File: config.mk
export PLATFORM = sky130hd
export DESIGN_NAME = scanline_irq_unit
export DESIGN_NICKNAME = d
export VERILOG_FILES = /design/src/rtl/scan_irq_pkg.sv /design/src/rtl/sirq_line_match.sv /design/src/rtl/sirq_pend_bank.sv /design/src/rtl/sirq_regbus.sv /design/src/rtl/scanline_irq_unit.sv
export SDC_FILE = /design/constraint.sdc
export NUM_CORES = 1
export LEC_CHECK = 0
export BUFFER_PORTS_ARGS = -buffer_cell sky130_fd_sc_hd__buf_2
export CORE_ASPECT_RATIO = 0.75
export CORE_MARGIN = 3
export CORE_UTILIZATION = 51
export CTS_CLUSTER_SIZE = 16
export DETAILED_ROUTE_END_ITERATION = 8
export MAX_ROUTING_LAYER = met4
export PLACE_DENSITY = 0.83
export RECOVER_POWER = 100
export SLEW_MARGIN = 20
export SYNTH_ARGS = -nofsm -noshare
export SYNTH_HDL_FRONTEND = slang
export SYNTH_SLANG_ARGS = --single-unit
File: constraint.sdc
create_clock -name clk -period 4.8 [get_ports clk]
set_clock_uncertainty 0.2 [all_clocks]
set_input_delay 0.48 -clock clk [delete_from_list [all_inputs] [get_ports clk]]
set_output_delay 0.48 -clock clk [all_outputs]
set_load 0.01 [all_outputs]
File: src/rtl/scan_irq_pkg.sv
package scan_irq_pkg;
  typedef enum logic [1:0] {
    REG_STAT = 2'd0,
    REG_EN   = 2'd1,
    REG_CMP  = 2'd2,
    REG_NONE = 2'd3
  } reg_sel_e;

  localparam int NUM_SRC   = 2;
  localparam int SRC_VBL   = 0;
  localparam int SRC_LINE  = 1;
  localparam int ST_HBLANK = 4;
  localparam int ST_VBLANK = 5;
endpackage

File: src/rtl/sirq_line_match.sv
module sirq_line_match #(
  parameter int LINE_W = 10
) (
  input  logic              clk,
  input  logic              rst_n,
  input  logic [LINE_W-1:0] line_next,
  input  logic              hblank_start,
  input  logic              text_mode,
  input  logic              vblank_rise,
  input  logic [LINE_W-1:0] cmp,
  output logic              fire
);
  // Logical line seen by software: halved in doubled-pixel modes.
  function automatic logic [LINE_W-1:0] logical_line(
    input logic [LINE_W-1:0] ln, input logic txt);
    return txt ? ln : (ln >> 1);
  endfunction

  logic done_q;

  assign fire = hblank_start && (logical_line(line_next, text_mode) == cmp) && !done_q;

  always_ff @(posedge clk or negedge rst_n) begin
    if (!rst_n) done_q <= 1'b0;
    else        done_q <= fire | (done_q & ~vblank_rise);
  end
endmodule

File: src/rtl/sirq_pend_bank.sv
module sirq_pend_bank #(
  parameter int N = 2
) (
  input  logic         clk,
  input  logic         rst_n,
  input  logic [N-1:0] set,
  input  logic [N-1:0] clr,
  output logic [N-1:0] pend
);
  for (genvar i = 0; i < N; i++) begin : g_flag
    always_ff @(posedge clk or negedge rst_n) begin
      if (!rst_n) pend[i] <= 1'b0;
      else        pend[i] <= set[i] | (pend[i] & ~clr[i]);
    end
  end
endmodule

File: src/rtl/sirq_regbus.sv
module sirq_regbus
  import scan_irq_pkg::*;
#(
  parameter int LINE_W = 10,
  parameter int DATA_W = 16
) (
  input  logic               clk,
  input  logic               rst_n,
  input  logic               req,
  input  logic               we,
  input  logic [1:0]         addr,
  input  logic [DATA_W-1:0]  wdata,
  output logic               ack,
  output logic [DATA_W-1:0]  rdata,
  input  logic [NUM_SRC-1:0] pend,
  input  logic               hblank,
  input  logic               vblank,
  output logic [NUM_SRC-1:0] clr,
  output logic [NUM_SRC-1:0] en,
  output logic [LINE_W-1:0]  cmp
);
  function automatic logic [DATA_W-1:0] status_word(
    input logic [NUM_SRC-1:0] p, input logic hb, input logic vb);
    logic [DATA_W-1:0] w;
    w = '0;
    w[NUM_SRC-1:0] = p;
    w[ST_HBLANK]   = hb;
    w[ST_VBLANK]   = vb;
    return w;
  endfunction

  logic       accept;
  reg_sel_e   sel;
  logic [DATA_W-1:0] rd_mux;
  logic       wdata_unused;

  assign accept       = req && !ack;
  assign sel          = reg_sel_e'(addr);
  assign wdata_unused = ^wdata[DATA_W-1:LINE_W];
  assign clr          = (accept && we && sel == REG_STAT) ? wdata[NUM_SRC-1:0] : '0;

  always_comb begin
    case (sel)
      REG_STAT: rd_mux = status_word(pend, hblank, vblank);
      REG_EN:   rd_mux = {{(DATA_W-NUM_SRC){1'b0}}, en};
      REG_CMP:  rd_mux = {{(DATA_W-LINE_W){1'b0}}, cmp};
      default:  rd_mux = '0;
    endcase
  end

  always_ff @(posedge clk or negedge rst_n) begin
    if (!rst_n) begin
      ack   <= 1'b0;
      rdata <= '0;
      en    <= '0;
      cmp   <= '0;
    end else begin
      ack <= accept;
      if (accept) begin
        rdata <= rd_mux;
        if (we && sel == REG_EN)  en  <= wdata[NUM_SRC-1:0];
        if (we && sel == REG_CMP) cmp <= wdata[LINE_W-1:0];
      end
    end
  end
endmodule

File: src/rtl/scanline_irq_unit.sv
module scanline_irq_unit
  import scan_irq_pkg::*;
#(
  parameter int LINE_W = 10,
  parameter int DATA_W = 16
) (
  input  logic              clk,
  input  logic              rst_n,
  input  logic [LINE_W-1:0] line_next,
  input  logic              hblank,
  input  logic              vblank,
  input  logic              hblank_start,
  input  logic              text_mode,
  input  logic              req,
  input  logic              we,
  input  logic [1:0]        addr,
  input  logic [DATA_W-1:0] wdata,
  output logic              ack,
  output logic [DATA_W-1:0] rdata,
  output logic              irq
);
  logic               vblank_q;
  logic               vbl_rise;
  logic               line_fire;
  logic [NUM_SRC-1:0] set_ev;
  logic [NUM_SRC-1:0] clr_ev;
  logic [NUM_SRC-1:0] pend;
  logic [NUM_SRC-1:0] en_bits;
  logic [LINE_W-1:0]  cmp_val;

  always_ff @(posedge clk or negedge rst_n) begin
    if (!rst_n) vblank_q <= 1'b0;
    else        vblank_q <= vblank;
  end

  assign vbl_rise = vblank && !vblank_q;

  sirq_line_match #(.LINE_W(LINE_W)) u_match (
    .clk(clk), .rst_n(rst_n), .line_next(line_next),
    .hblank_start(hblank_start), .text_mode(text_mode),
    .vblank_rise(vbl_rise), .cmp(cmp_val), .fire(line_fire)
  );

  always_comb begin
    set_ev           = '0;
    set_ev[SRC_VBL]  = vbl_rise;
    set_ev[SRC_LINE] = line_fire;
  end

  sirq_pend_bank #(.N(NUM_SRC)) u_pend (
    .clk(clk), .rst_n(rst_n), .set(set_ev), .clr(clr_ev), .pend(pend)
  );

  sirq_regbus #(.LINE_W(LINE_W), .DATA_W(DATA_W)) u_bus (
    .clk(clk), .rst_n(rst_n), .req(req), .we(we), .addr(addr),
    .wdata(wdata), .ack(ack), .rdata(rdata), .pend(pend),
    .hblank(hblank), .vblank(vblank), .clr(clr_ev), .en(en_bits),
    .cmp(cmp_val)
  );

  assign irq = |(pend & en_bits);
endmodule

Word-level counts from Yosys, hierarchy flattened --
Index checks and enable logic that the tools add are counted.
Cells by class: eq/ne operators 3, mux-type cells 3, bitwise operators 10, reduce and logical (&&, ||, !) cells 15
Operator list (number):
- 10-bit case mux with 3 select lines | 1
- 10-bit == test | 1
- 10-bit two-way mux | 1
- 1-bit logical AND | 8
- 2-bit AND reduction | 2
- 1-bit bitwise AND | 3
- 1-bit logical NOT | 3
- 1-bit inverter | 3
- 1-bit bitwise OR | 3
- 2-bit bitwise AND | 1
- 2-bit by 1-bit == test with 1-bit output, second input constant | 1
- 2-bit == test, second input constant | 1
- 2-bit logical NOT | 1
- 2-bit two-way mux | 1
- 2-bit OR reduction | 1
Word-level totals: bits in registers 33, input bits 36, output and inout port bits 18, logic and storage cells 39

Depth between registers and ports, before layout --
Gate-level depths: netlist of the first run.
word-level depth 8, gate-level depth with buffers 5

Modules after synthesis --
Synthesis of the first run repeated with hierarchy kept, for this count alone.
Second synthesis, totals: cell total of the unflattened synthesis 122, area total of the unflattened synthesis 1483.9 µm²
Modules (own cells, without submodules):
- sirq_regbus | times used 1, cells an instance 74, area each 1063.5 µm²
- sirq_line_match | times used 1, cells an instance 39, area each 307.8 µm²
- sirq_pend_bank | times used 1, cells an instance 6, area each 72.6 µm²
- scanline_irq_unit | times used 1, cells an instance 3, area each 40.0 µm²

Least setup slack after synthesis of the first run --
OpenSTA, ideal clock, no wires.
path type input-to-reg, start input addr[1], end register u_bus.cmp[0], data arrival time 1.353 ns, required time 4.475 ns, setup slack 3.122 ns, cell stages on the path 4, path through buf_4 -> nand2b_4 -> nor2_2 -> mux2_2
Between the ends: cells in the longest elaborated chain, start to end 3
Ends and longest elaborated chain:
- start, declared | RTL line scanline_irq_unit.sv:16 | input logic [1:0] addr,
- 2-bit == test | RTL line sirq_regbus.sv:62 | if (we && sel == REG_CMP) cmp <= wdata[LINE_W-1:0];
- 1-bit logical AND | RTL line sirq_regbus.sv:62
- 2-bit AND reduction (no source line)
- end signal, assigned | RTL line sirq_regbus.sv:62
- end, declared | RTL line sirq_regbus.sv:20 | output logic [LINE_W-1:0] cmp
Every way passes these cells. A chain may end at the register's enable or synchronous reset.

Worst setup path in the final report of the first run --
start register u_bus.ack, end register u_bus.cmp[0]
Between the ends: cells in the longest elaborated chain, start to end 3
Ends and longest elaborated chain:
- start, declared | RTL line sirq_regbus.sv:13 | output logic ack,
- start signal, assigned | RTL line sirq_regbus.sv:58 | ack <= accept;
- 1-bit logical NOT | RTL line sirq_regbus.sv:37 | assign accept = req && !ack;
- 1-bit logical AND | RTL line sirq_regbus.sv:37
- 2-bit AND reduction (no source line)
Every way passes these cells.

==> results by group, run 1 <==
Run status
  – Status: completed

Worst setup path
  – Worst Setup SP: u_bus.ack$_DFF_PN0_
  – WP depth: 3
  – R2r endpoint: u_bus.cmp[0]$_DFFE_PN0P_
  – WS Path Type: reg2reg
  – Crit path DAT: 2.10 ns
  – Max FO, Critical Path: 10
  – Slowest cell on crit path: nor2_1
  – Critical path's largest stage delay: 0.72 ns
  – Worst endpoint required time: 4.83 ns
  – Buf/Inv on CP: 0
  – Startpoint types: flop
  – Delay-heaviest family, CP: simple AND/OR/NAND/NOR gates
  – CP Capture Point: u_bus.cmp[0]$_DFFE_PN0P_
  – Kind of end point of the critical path: flop
  – FF-to-FF Start: u_bus.ack$_DFF_PN0_
  – Worst reg2reg path depth: 3
  – Reg2reg setup slack: 2.73 ns
  – CP cell instances: nand3b_1 > nor2_1 > mux2_2

Drt
  – WL/cell: 15.6 um
  – Final ANT Viol Nets: 0
  – Drt total wl: 2940 um
  – DR vias: 999
  – 1st-pass router iterations: 4
  – Drt drc: 0
  – Vias per cell: 5.29
  – Initial DRC Count: 51

Timing
  – Period utilization: 43.2%
  – Rel. slew slack: 3.57%
  – RSZ-0062 raised after global routing: false
  – Setup Viol. Count Final: 0
  – Fin crit period: 2.07 ns
  – Setup TNS: 0 ns
  – Measured slew at the worst slew-check pin: 1.45 ns
  – Fin. Hold Viols: 0
  – Final worst slack: 2.73 ns
  – Final Max Tran Viols: 0
  – Maximum operating frequency: 482 MHz

Logic synthesis
  – Most numerous cell in the Yosys netlist: dfrtp_1
  – Sequential share of the synthesized area: 48.9%
  – Largest area contributor in the netlist: dfrtp_1
  – Post-synthesis area per instance: 12.1 um^2
  – Post-Syn Instances: 114
  – Post-synth EDFFs: 0
  – Ys async rst share: 100%
  – YS warnings: 0
  – Post-synth top cells: dfrtp_1, mux2i_1, mux2_2
  – Synthesized cell area: 1380 um^2
  – Synth Flop Type: dfrtp_1
  – Synth cell types: 27
  – #FFs+latches synth: 27
  – Synth area leaders: dfrtp_1, mux2_2, mux2i_1
  – Synth top area share: 48.9%

Placement
  – # port buffers: 41
  – Post-DP HPWL: 2280 um
  – Dpl cells: 184
  – Placed Area: 1580 um^2
  – RePlAce Congestion: 0.824
  – Place WS: 2.80 ns

Cells and area
  – P&R area growth vs syn: 15.2%
  – Count of non-filler cells in the finished layout: 189
  – Post-route cell area: 1590 um^2
  – Fraction of final layout cells sized beyond drive strength 1: 29.7%
  – Final #Nets: 192
  – Fill cell count: 196
  – # diodes: 0

Min path
  – Worst Hold Class: in2reg

Die
  – Initial core utilization: 56.6%
  – CORE AREA: 2440 um^2
  – Die area: 3380 um^2
  – DIE WIDTH: 66.1 um
  – Die height: 51.1 um
  – Row cnt: 15
  – Num ports: 54

Clock network
  – CTS Root Buffer Type: clkbuf_4
  – Clock latency on the worst-skew pair: 0.32 ns
  – CTS Sinks: 27
  – Reg clk slew, reported paths: 0.14 ns
  – CTS tree: yes
  – CTS H-Tree Depth: 1
  – Clock buffer depth: 2
  – TritonCTS buffer count: 3
  – Post-cts resize count: 0

Power
  – Max VDD drop: 214 uV
  – Pwr Density: 329 nW/um^2
  – P_leak: 0.777 nW

Global routing
  – Pin count of the biggest net entering global routing: 28
  – Vias in the first global route: 1007
  – Global-route wire length before repair: 4820 um
  – Congestion Overflow GR: 0
  – GRT Overall Usage: 19.6%
  – Initial antenna violation count: 0

Flow run
  – Max-Cap Viols: 0
==> cell families (layout without fill, tap and decap cells) <==
kind of cell           after synthesis  count (layout)  share of synthesized area, %
XOR/XNOR                             9               9                          5.71
multiplexers                        25              25                          19.2
flip-flops                          27              27                          48.9
other                                1               6                         0.271
AND/OR/NAND/NOR                     21              21                          9.60
buffers and inverters               12              48                          5.71
AO/OA/AOI/OAI                       19              19                          10.6
==> how the worst min path moves through the flow <==
| stage | start | endpoint | slack, ns | cells past startpoint |
|---|---|---|---|---|
| floorplan | rst_n | u_bus.ack$_DFF_PN0_ | -0.02 | 0 |
| global placement | vblank_q$_DFF_PN0_ | u_pend.pend[0]$_DFF_PN0_ | 0.22 | 1 |
| detailed placement | vblank_q$_DFF_PN0_ | u_pend.pend[0]$_DFF_PN0_ | 0.24 | 1 |
| CTS | vblank | vblank_q$_DFF_PN0_ | 0.07 | 1 |
| global route | vblank | vblank_q$_DFF_PN0_ | 0.06 | 1 |
| finish | vblank | vblank_q$_DFF_PN0_ | 0.09 | 1 |
==> registers in the layout, summed over array words and instances, names as in the netlist <==
name	count
u_pend.pend	2
u_bus.rdata	10
vblank_q	1
u_bus.cmp	10
u_match.done_q	1
u_bus.ack	1
u_bus.en	2
==> metrics by stage <==
stage | hold slack, ns | total power, mW | util [%]
after floorplan | -0.0156 | 0.387 | -
after global placement | 0.222 | 0.428 | 64.6
after detailed placement | 0.236 | 0.437 | 64.6
after CTS | 0.0687 | 0.534 | 66.1
after global routing | 0.0627 | 0.559 | 65.2
final | 0.0873 | 0.524 | 65.2
==> worst register-to-register path: cells and delay by family, from the launching register on <==
| family | cells | cell delay (ns) |
|---|---|---|
| multiplexers | 1 | 0.43 |
| AND/OR/NAND/NOR | 2 | 0.94 |
| flip-flops | 1 | 0.41 |
==> cell type report <==
type                            instances  area, um^2  area share (%)
Clock buffer                            4        26.3            1.65
Timing Repair Buffer                   42         196            12.3
Multi-Input combinational cell         80         643            40.4
Inverter                                2        7.51           0.472
Tap cell                               34        42.5            2.67
Sequential cell                        27         676            42.5
==> what timing repair did <==
item                      CTS  global route
hold buffers                1             0
setup buffers               0             0
hold endpoints to repair   27             0
==> power breakdown <==
group          internal, mW  leakage [nW]  switching, mW
Combinational        0.0664         0.421         0.0635
Clock                0.0326        0.0150         0.0644
Sequential            0.265         0.341         0.0318
==> placed cells by master (no fill, tap or decap), drive strengths merged <==
| master | count |
|---|---|
| a21bo | 1 |
| a21boi | 1 |
| a21oi | 2 |
| a22o | 7 |
| and3b | 1 |
| buf | 26 |
| clkbuf | 19 |
| conb | 6 |
| dfrtp | 27 |
| dlygate4sd3 | 1 |
| inv | 2 |
| mux2 | 12 |
| mux2i | 13 |
| nand2 | 7 |
| nand2b | 2 |
| nand3b | 1 |
| nand4 | 2 |
| nor2 | 5 |
| nor2b | 1 |
| nor3 | 1 |
| nor4b | 1 |
| o21ai | 3 |
| o2bb2ai | 1 |
| o31ai | 4 |
| xor2 | 9 |
==> routing by layer <==
layer  GRT usage (%)  wire length (um)  vias to the layer above
met5               -                 0                        -
met4            3.04                21                        0
met3            5.93               157                        5
met2            30.0              1460                       26
met1            26.3              1300                      493
li1                -                 -                      475
Power figures use the tool's default switching activity.
==> inputs of run 2 (changes only) <==
CORE_UTILIZATION = 48   (was 51)
PLACE_DENSITY = 0.79   (was 0.83)
clock period = 2.2 ns   (was 4.8 ns; I/O delays follow)
==> run 2 against run 1 <==
Final cell count increased by 6.9%. Global-route usage grew 0.94 points. Sequential power rose by 120%. Largest cell class unchanged. Count of clock-buffer cells in the layout did not move. Register-to-register slack got worse by 2.4 ns. Via count grew 7.5%. Critical endpoint is now u_bus.cmp[8]$_DFFE_PN0P_. Worst setup slack got worse by 2.4 ns. Clock power grew to 2.9 times the previous value.
==> results by group, run 2 (synthesized netlist as in run 1, its figures left out) <==
Clock network
  – Clock buffer depth: 2
  – Clock latency on the worst-skew pair: 0.27 ns
  – Reg clk slew, reported paths: 0.09 ns
  – TritonCTS buffer count: 3
  – Post-cts resize count: 0
  – CTS Root Buffer Type: clkbuf_8
  – Post-CTS setup buffer count: 0
  – CTS Sinks: 27
  – CTS tree: yes
  – CTS H-Tree Depth: 1

Cells and area
  – Area of the multi-input gates: 624 um^2
  – Post-route cell area: 1700 um^2
  – Fill cell count: 241
  – Most frequent cells in the layout: buf_2, dfrtp_1, clkbuf_1, mux2i_1, mux2_2
  – Final #Nets: 203
  – # diodes: 0
  – Fin util: 63.3%
  – Biggest regs: u_bus.cmp: 10 flops, u_bus.rdata: 10 flops
  – Count of non-filler cells in the finished layout: 202
  – Register Area: 676 um^2
  – P&R area growth vs syn: 22.9%
  – Fraction of final layout cells sized beyond drive strength 1: 28.3%

Placement
  – # port buffers: 41
  – Post-DP HPWL: 2300 um
  – Place WS: 0.433 ns
  – Placed Area: 1590 um^2
  – Dpl cells: 188
  – RePlAce Congestion: 0.800

Power
  – Total power: 1.22 mW
  – Max VDD drop: 554 uV
  – Pwr Density: 717 nW/um^2
  – P_leak: 0.826 nW

Flow run
  – Max-Cap Viols: 0

Min path
  – Worst Hold Class: in2reg
  – WHS Path Cells: 2
  – Hold_sp: wdata[0]

Timing
  – Rel. slew slack: 52.9%
  – Worst hold slack: 0.0209 ns
  – Setup Viol. Count Final: 0
  – Fin crit period: 1.92 ns
  – Measured slew at the worst slew-check pin: 0.706 ns
  – Final Max Tran Viols: 0
  – Maximum operating frequency: 521 MHz
  – Setup TNS: 0 ns
  – RSZ-0062 raised after global routing: false
  – Final worst slack: 0.279 ns
  – Period utilization: 87.3%
  – Fin. Hold Viols: 0

Die
  – Num ports: 54
  – DIE WIDTH: 67.9 um
  – Initial core utilization: 51.5%
  – CORE AREA: 2680 um^2
  – Row cnt: 16
  – Die height: 52.5 um
  – Die area: 3560 um^2

Worst setup path
  – Worst Setup SP: u_bus.ack$_DFF_PN0_
  – Max FO, Critical Path: 6
  – Startpoint types: flop
  – Worst endpoint required time: 2.16 ns
  – WS Path Type: reg2reg
  – Kind of end point of the critical path: flop
  – FF-to-FF Start: u_bus.ack$_DFF_PN0_
  – Worst reg2reg path depth: 4
  – Crit path DAT: 1.88 ns

Global routing
  – Global-route wire length before repair: 5240 um
  – Initial antenna violation count: 0
  – Pin count of the biggest net entering global routing: 28
  – Vias in the first global route: 1116
  – Congestion Overflow GR: 0
  – GRT Overall Usage: 20.5%

Drt
  – 1st-pass router iterations: 4
  – DR vias: 1074
  – WL/cell: 15.5 um
  – Final ANT Viol Nets: 0
  – Drt total wl: 3120 um
  – Vias per cell: 5.32
  – Initial DRC Count: 10
  – Drt drc: 0

Run status
  – Status: completed
## run 2: layout make-up
type                       instances  share of cell area, %
tap                               36                   2.65
sequential                        27                   39.8
multi-input combinational         80                   36.8
clock buffer                       4                   2.65
inverter                           2                  0.442
timing repair buffer              53                   17.7
## run 2: final timing paths
kind | endpoint | slack [ns]
worst max-delay path | u_bus.cmp[8]$_DFFE_PN0P_ | 0.28
worst min-delay path | u_bus.en[0]$_DFFE_PN0P_ | 0.02
worst max register to register | u_bus.cmp[8]$_DFFE_PN0P_ | 0.28
worst min register to register | u_pend.pend[0]$_DFF_PN0_ | 0.24
max in group asynchronous | u_bus.rdata[5]$_DFFE_PN0N_ | 1.07
min in group asynchronous | u_bus.rdata[9]$_DFFE_PN0N_ | 0.30
## run 2: metal layers
metal  routed length, um  track usage, %
met4                  70            6.93
met5                   0               -
met1                1310            26.0
met2                1560            32.3
met3                 178            4.94
## run 2: report_power, final
part | switching (mW) | internal, mW
sequential | 0.0710 | 0.579
clock | 0.148 | 0.130
combinational | 0.139 | 0.151
## run 2: critical path: stages, from the launching register on
cell      delay [ns]
dfrtp_1         0.38
nand3b_1        0.21
nor2_1          0.43
buf_4           0.25
mux2_2          0.34
## run 2: what timing repair did
action / in CTS / in global routing
hold endpoints to repair: 36 / 0
setup endpoints to repair: 0 / 0
hold buffers: 10 / 0
==> inputs of run 3 (changes only) <==
RECOVER_POWER = 50   (was 100)
==> run 3 against run 2 <==
Power is 1.1% higher. Register-to-register slack better by 0.14 ns. Final cell count stayed put. Clock power hardly changed. Utilization is 1.2 points higher. Die area stayed put. Wire length is 0.48% lower. Critical path depth stayed put. Fmax is 7.8% higher. Via count is 1.6% lower. Critical path type unchanged. Largest cell class unchanged.
==> results by group, run 3 (synthesized netlist as in run 1, its figures left out) <==
Cells and area
  – Fin util: 64.5%
  – P&R area growth vs syn: 25.2%
  – Final #Nets: 203
  – Fill cell count: 230
  – Most frequent cells in the layout: buf_2, dfrtp_1, mux2i_1, mux2_2, dlygate4sd3_1
  – Post-route cell area: 1730 um^2
  – Most common cell after layout, fill and taps aside: buf_2
  – Fraction of final layout cells sized beyond drive strength 1: 34.9%
  – Biggest regs: u_bus.cmp: 10 flops, u_bus.rdata: 10 flops
  – # diodes: 0
  – Register Area: 676 um^2
  – Area of the multi-input gates: 646 um^2

Clock network
  – CTS Root Buffer Type: clkbuf_8
  – CTS Sinks: 27
  – CTS H-Tree Depth: 1
  – Post-cts resize count: 0
  – Clock latency on the worst-skew pair: 0.27 ns
  – CTS tree: yes
  – Clock buffer depth: 2
  – Reg clk slew, reported paths: 0.09 ns
  – Post-CTS setup buffer count: 0
  – TritonCTS buffer count: 3

Worst setup path
  – Startpoint types: flop
  – FF-to-FF Start: u_bus.ack$_DFF_PN0_
  – WS Path Type: reg2reg
  – Worst endpoint required time: 2.16 ns
  – Crit path DAT: 1.74 ns
  – Worst reg2reg path depth: 4
  – Kind of end point of the critical path: flop
  – Worst Setup SP: u_bus.ack$_DFF_PN0_
  – Max FO, Critical Path: 6

Drt
  – Final ANT Viol Nets: 0
  – Drt total wl: 3110 um
  – Drt drc: 0
  – DR vias: 1057
  – Vias per cell: 5.23
  – Initial DRC Count: 7
  – 1st-pass router iterations: 4
  – WL/cell: 15.4 um

Timing
  – Measured slew at the worst slew-check pin: 0.709 ns
  – RSZ-0062 raised after global routing: false
  – Rel. slew slack: 52.7%
  – Setup TNS: 0 ns
  – Fin crit period: 1.78 ns
  – Fin. Hold Viols: 0
  – Maximum operating frequency: 561 MHz
  – Setup Viol. Count Final: 0
  – Period utilization: 81.0%
  – Final Max Tran Viols: 0
  – Worst hold slack: 0.0196 ns

Die
  – Die area: 3560 um^2
  – DIE WIDTH: 67.9 um
  – Row cnt: 16
  – Initial core utilization: 51.5%
  – Num ports: 54
  – CORE AREA: 2680 um^2
  – Die height: 52.5 um

Min path
  – Hold_sp: wdata[0]
  – Worst Hold Class: in2reg
  – WHS Path Cells: 2

Flow run
  – Max-Cap Viols: 0

Run status
  – Status: completed

Power
  – Pwr Density: 712 nW/um^2
  – Total power: 1.23 mW
  – Max VDD drop: 552 uV
  – P_leak: 0.865 nW

Global routing
  – GRT Overall Usage: 20.5%
  – Pin count of the biggest net entering global routing: 28
  – Congestion Overflow GR: 0
  – Vias in the first global route: 1116
  – Initial antenna violation count: 0
  – Global-route wire length before repair: 5240 um

Placement
  – Placed Area: 1590 um^2
  – # port buffers: 41
  – Post-DP HPWL: 2300 um
  – RePlAce Congestion: 0.800
## run 3: cell count changes in the layout (fill, tap and decap cells not counted)
cell	previous run	this run
nor2_1	5	4
clkbuf_1	15	7
buf_2	27	35
nor4b_4	0	1
a21boi_0	1	0
a21boi_2	0	1
nor2_2	0	1
nor4b_1	1	0
## run 3: path summary, 6_finish.rpt
kind                                              endpoint  slack, ns
worst max-delay path              u_bus.cmp[8]$_DFFE_PN0P_       0.42
worst min-delay path               u_bus.en[0]$_DFFE_PN0P_       0.02
worst max register to register    u_bus.cmp[8]$_DFFE_PN0P_       0.42
worst min register to register    u_pend.pend[0]$_DFF_PN0_       0.24
max in group asynchronous               vblank_q$_DFF_PN0_       1.06
min in group asynchronous       u_bus.rdata[9]$_DFFE_PN0N_       0.30
## run 3: repair_timing
item	CTS	global route
endpoints found under the setup margin	0	0
hold buffers	10	0
hold endpoints to repair	36	0
## run 3: per-stage QoR
stage / instances / worst slack (ns)
after floorplan: 119 / 0.561
after global routing: 202 / 0.360
final: 202 / 0.418
after detailed placement: 188 / 0.433
after global placement: 188 / 0.462
after CTS: 202 / 0.410
## run 3: cell type report
class                      instances  share of cell area, %
clock buffer                       4                   2.60
timing repair buffer              53                   17.9
inverter                           2                  0.434
multi-input combinational         80                   37.3
tap                               36                   2.60
sequential                        27                   39.1
## run 3: routing by layer
metal | vias to the layer above | track usage [%] | part of all wire [%]
met5 | - | - | 0
met4 | 0 | 6.93 | 2.3
met3 | 9 | 4.94 | 5.7
met2 | 35 | 32.3 | 50
met1 | 512 | 26.0 | 42
li1 | 501 | - | -
## run 3: report_power, final
part	internal (mW)	switching [mW]	leakage [nW]	total, mW
sequential	0.579	0.0707	0.341	0.650
clock	0.130	0.147	0.0228	0.277
combinational	0.162	0.142	0.501	0.305
## run 3: worst max-delay path: stages, from the launching register on
cell and delay (ns):
dfrtp_1 0.38, nand3b_1 0.22, nor2_2 0.31, buf_4 0.22, mux2_2 0.34
